--- config.mk ---
export PLATFORM = sky130hd
export DESIGN_NAME = dual_acc_unit
export DESIGN_NICKNAME = d
export VERILOG_FILES = /design/src/rtl/dual_acc_unit.sv
export SDC_FILE = /design/constraint.sdc
export NUM_CORES = 1
export LEC_CHECK = 0
export BUFFER_PORTS_ARGS = -buffer_cell sky130_fd_sc_hd__buf_2
export CAP_MARGIN = 5
export CORE_ASPECT_RATIO = 0.7
export CORE_MARGIN = 2
export CORE_UTILIZATION = 53
export CTS_CLUSTER_SIZE = 10
export DETAILED_ROUTE_END_ITERATION = 12
export GPL_TIMING_DRIVEN = 0
export MAX_ROUTING_LAYER = met4
export PLACE_DENSITY = 0.79
export SKIP_LAST_GASP = 1
export SLEW_MARGIN = 10
export SYNTH_ARGS = -nofsm -noshare
export SYNTH_HDL_FRONTEND = slang
export SYNTH_SLANG_ARGS = --single-unit
--- constraint.sdc ---
create_clock -name clk -period 6.2 [get_ports clk]
set_input_delay 0.62 -clock clk [delete_from_list [all_inputs] [get_ports clk]]
set_output_delay 0.62 -clock clk [all_outputs]
set_load 0.05 [all_outputs]
--- src/rtl/dual_acc_unit.sv ---
module dual_acc_unit #(
  parameter int W = 8
) (
  input  logic           clk,
  input  logic           rst_n,
  input  logic [1:0]     op_i,
  input  logic           wide_i,
  input  logic           sel_b_i,
  input  logic           src_imm_i,
  input  logic [2*W-1:0] imm_i,
  input  logic [2*W-1:0] ext_i,
  output logic [W-1:0]   acc_a_o,
  output logic [W-1:0]   acc_b_o,
  output logic [2*W-1:0] acc_d_o,
  output logic           carry_o
);
  localparam int DW = 2 * W;
  localparam logic [1:0] OP_LOAD = 2'b00;
  localparam logic [1:0] OP_ADD  = 2'b01;
  localparam logic [1:0] OP_SUB  = 2'b10;

  logic [W-1:0]  a_q, b_q;
  logic          c_q;
  logic [DW-1:0] opnd, cur, res;
  logic [DW:0]   sum, diff;
  logic          c_new;

  assign opnd = src_imm_i ? (wide_i ? imm_i : {{W{1'b0}}, imm_i[W-1:0]})
                          : (wide_i ? ext_i : {{W{1'b0}}, ext_i[W-1:0]});
  assign cur  = wide_i ? {a_q, b_q} : {{W{1'b0}}, (sel_b_i ? b_q : a_q)};
  assign sum  = {1'b0, cur} + {1'b0, opnd};
  assign diff = {1'b0, cur} - {1'b0, opnd};

  always_comb begin
    res   = opnd;
    c_new = c_q;
    case (op_i)
      OP_ADD: begin res = sum[DW-1:0];  c_new = wide_i ? sum[DW] : sum[W]; end
      OP_SUB: begin res = diff[DW-1:0]; c_new = diff[DW]; end
      default: begin res = opnd; c_new = c_q; end
    endcase
  end

  always_ff @(posedge clk or negedge rst_n) begin
    if (!rst_n) begin
      a_q <= '0;
      b_q <= '0;
      c_q <= 1'b0;
    end else if (op_i != 2'b11) begin
      c_q <= c_new;
      if (wide_i) begin
        a_q <= res[DW-1:W];
        b_q <= res[W-1:0];
      end else if (sel_b_i) begin
        b_q <= res[W-1:0];
      end else begin
        a_q <= res[W-1:0];
      end
    end
  end

  assign acc_a_o = a_q;
  assign acc_b_o = b_q;
  assign acc_d_o = {a_q, b_q};
  assign carry_o = c_q;
endmodule


==> flow_summary_export.csv <==
group,metric,value,unit
critical_path,critical-path-slowest-cell,"buf_1",
route,avgRoutedWirePerCell,18.9,um
power_and_ir_drop,power_frac_seq,14.3,%
synthesis,seq_area_frac_synth,13.5,%
power_and_ir_drop,p_sw_share,57.5,%
sta,fmax,0.216,GHz
floorplanning,rows,23,
global_routing,antenna_found_initial,0,
sta,setup_violations,0,
synthesis,ys.flop_type,"dfrtp_1",
floorplanning,fp.dieH,68.5,um
power_and_ir_drop,comb_power_share,79.4,%
critical_path,critPathBufInv,2,
synthesis,yosysWarnings,0,
power_and_ir_drop,peakVddDrop,0.000194,V
final_layout,area_delta_synth_final,15.6,%
clocking,cts_buffers,3,
synthesis,ys_top_cells_by_area,"ha_1 (14%), dfrtp_1 (14%), mux2_2 (8.9%), a21oi_1 (4.6%), xnor2_1 (4.5%)",
floorplanning,fp.dieW,96.1,um
floorplanning,ioPinCount,72,
final_layout,fillers,539,
clocking,cts_tree,"built",
clocking,cts_root_buffer,"clkbuf_8",
placed_design,place_hpwl,8480,um
synthesis,synth_commonest_cells,"ha_1 (36), inv_1 (32), a21oi_1 (29), nand2_1 (28), nor2_1 (28)",
route,dr.pass1.iters,5,
floorplanning,dieArea,6580,um2
placed_design,place_congestion,0.990,
clocking,h-tree-depth,1,
status,status,"completed",
final_layout,nNetsFinal,556,
floorplanning,core_area,5730,um2
critical_path,arrival,4830,ps
route,num_vias,3447,
synthesis,syn_inst,404,
route,wl,10400,um
final_layout,antenna_cells,0,
clocking,clk_latency,250,ps
critical_path,endpoint_kind,"flop",
final_layout,layout-drive-gt1-share,26.8,%
sta,tightest_slew,836,ps
sta,drv_slew,0,
worst_hold_path,hold_path_class,"primary input to async pin",
clocking,cts.repair.resized,0,
sta,relSlewSlack,44.2,%
critical_path,crit_chain,"clkbuf_1 > buf_1 > mux2_2 > ha_1 > fa_1 > nor2b_1 > o311a_1 > o21a_4 > or3_1 > o21ai_2 > mux2_1 > a31oi_1 > a221o_1",
route,drc,0,
synthesis,synth-seq-cells,17,
synthesis,synth.distinct_cells,60,
power_and_ir_drop,power.density,356,nW/um2
synthesis,synth_area_leader_cell,"ha_1",
global_routing,track_usage,33.2,%
critical_path,path_max_fanout,10,
clocking,cts_buffer_depth,2,
synthesis,synth.net_count,481,
route,drtIter0Drc,435,
clocking,postCtsSetupBuffers,0,
sta,period_needed,4640,ps
global_routing,grt_pass1_vias,2975,
route,vias_per_cell,6.23,
floorplanning,initial_core_util,54.9,%
power_and_ir_drop,power_frac_clock,6.3,%
synthesis,netlist_area,3150,um2
power_and_ir_drop,leakage,1.82,nW
power_and_ir_drop,internal_power,0.550,mW
clocking,hold_buffers,0,
sta,period_share,74.8,%
critical_path,start_kind,"primary input",
synthesis,synth_top_area_share,14.3,%
clocking,cts_sinks,17,
global_routing,grt_overflow,0,
flow_run,cap_viol_max_count,0,
power_and_ir_drop,p_switching,0.744,mW
sta,rsz0062_at_grt,"false",
synthesis,async_reset_ff_share,100,%
synthesis,syn_avg_cell_area,7.79,um2
global_routing,grt_pass1_wl,15800,um
sta,skew,2.62,ps
placed_design,portBuffers,70,
synthesis,synth.most_common_cell,"ha_1",
critical_path,required,6390,ps
global_routing,grt_max_degree,18,
critical_path,slowest_delay,690,ps
critical_path,path_delay_family,"compound AO/OA/AOI/OAI gates",
clocking,clkTransAtPathRegs,60,ps
synthesis,synth_edf_count,0,
route,antenna_left,0,
sta,fin_setup_tns,0,ps
power_and_ir_drop,p_total,1.29,mW
critical_path,critical_path_class,"primary input to flop",
sta,hold_viol_final,0,
-- final cells by class --
cell class / count / area (um2) / area share, %
Multi-Input combinational cell: 318 / 2390 / 65.7
Sequential cell: 17 / 425 / 11.7
Timing Repair Buffer: 70 / 350 / 9.64
Buffer: 36 / 209 / 5.75
Inverter: 33 / 124 / 3.41
Tap cell: 75 / 93.8 / 2.58
Clock buffer: 4 / 45.0 / 1.24
-- power by group through the flow --
stage	registers (mW)	logic, mW	clock network [mW]
finish	0.185	1.03	0.0814
CTS	0.184	1.01	0.0813
detailed placement	0.186	1.00	0
global placement	0.184	0.987	0
floorplan	0.290	0.660	0
global route	0.190	1.10	0.0895
-- cells by family (layout without fill, tap and decap cells) --
group,Yosys count,after routing,synth area share [%]
multiplexers,33,33,11.5
AO/OA/AOI/OAI,119,119,26.4
AND/OR/NAND/NOR,110,110,17.3
XOR/XNOR,18,18,5.01
buffers and inverters,69,143,10.6
adder cells (fa/ha/maj),38,38,15.6
flip-flops,17,17,13.5
-- cell usage in the layout, fill, tap and decap left out, types with 3 or more instances in the layout --
master      n
o31ai_1     3
a21o_1     10
buf_4      17
o22ai_1     3
a221oi_1    6
nand4_1     3
nor2b_1     5
o21bai_1    3
o211ai_1    3
o21ai_0    17
a211oi_1    4
a31oi_1    10
and2_1      8
nand2b_1   10
clkbuf_1   16
buf_2      71
dfrtp_1    17
a221o_1     3
nand2_1    28
a2111oi_0   4
inv_1      32
a21oi_1    29
nor2_1     28
nor3_1      8
a211o_1     5
a22oi_1     3
ha_1       36
nor4_1      3
mux2_2     25
clkbuf_8    3
xnor2_1    16
mux2i_1     7
nand3_1     7
-- stage by stage --
| stage | instances | worst slack (ps) | hold WS (ps) | util, % | instance area, um2 |
|---|---|---|---|---|---|
| after CTS | 553 | 1620 | 281 | 63.5 | 3630 |
| after global routing | 553 | 1390 | 296 | 63.5 | 3630 |
| final | 553 | 1560 | 274 | 63.5 | 3630 |
| after floorplan | 404 | 2110 | 324 | - | 3150 |
| after global placement | 549 | 1440 | 505 | 62.7 | 3590 |
| after detailed placement | 549 | 1380 | 535 | 62.7 | 3590 |
-- final timing paths --
kind	cells past startpoint	to	slack (ps)	from
setup / recovery	13	acc_a_o[6]$_DFFE_PN0P_	1560	src_imm_i
hold / removal	1	acc_b_o[7]$_DFFE_PN0P_	270	rst_n
setup reg to reg	12	acc_a_o[6]$_DFFE_PN0P_	2620	acc_a_o[0]$_DFFE_PN0P_
hold reg to reg	2	carry_o$_DFFE_PN0P_	560	carry_o$_DFFE_PN0P_
max in group asynchronous	1	acc_a_o[1]$_DFFE_PN0P_	5660	rst_n
min in group clk	2	carry_o$_DFFE_PN0P_	560	carry_o$_DFFE_PN0P_
-- layer usage --
layer	vias to the layer above	routed length [um]	global-route usage (%)
li1	1593	-	-
met1	1638	4850	48.6
met2	196	4290	47.2
met3	20	1130	5.40
met4	0	170	8.21
met5	-	0	-
-- state kept, by name (all words and copies together) (netlist names) --
| register | cells |
|---|---|
| carry_o | 1 |
| acc_a_o | 8 |
| acc_b_o | 8 |
Power figures use the tool's default switching activity.
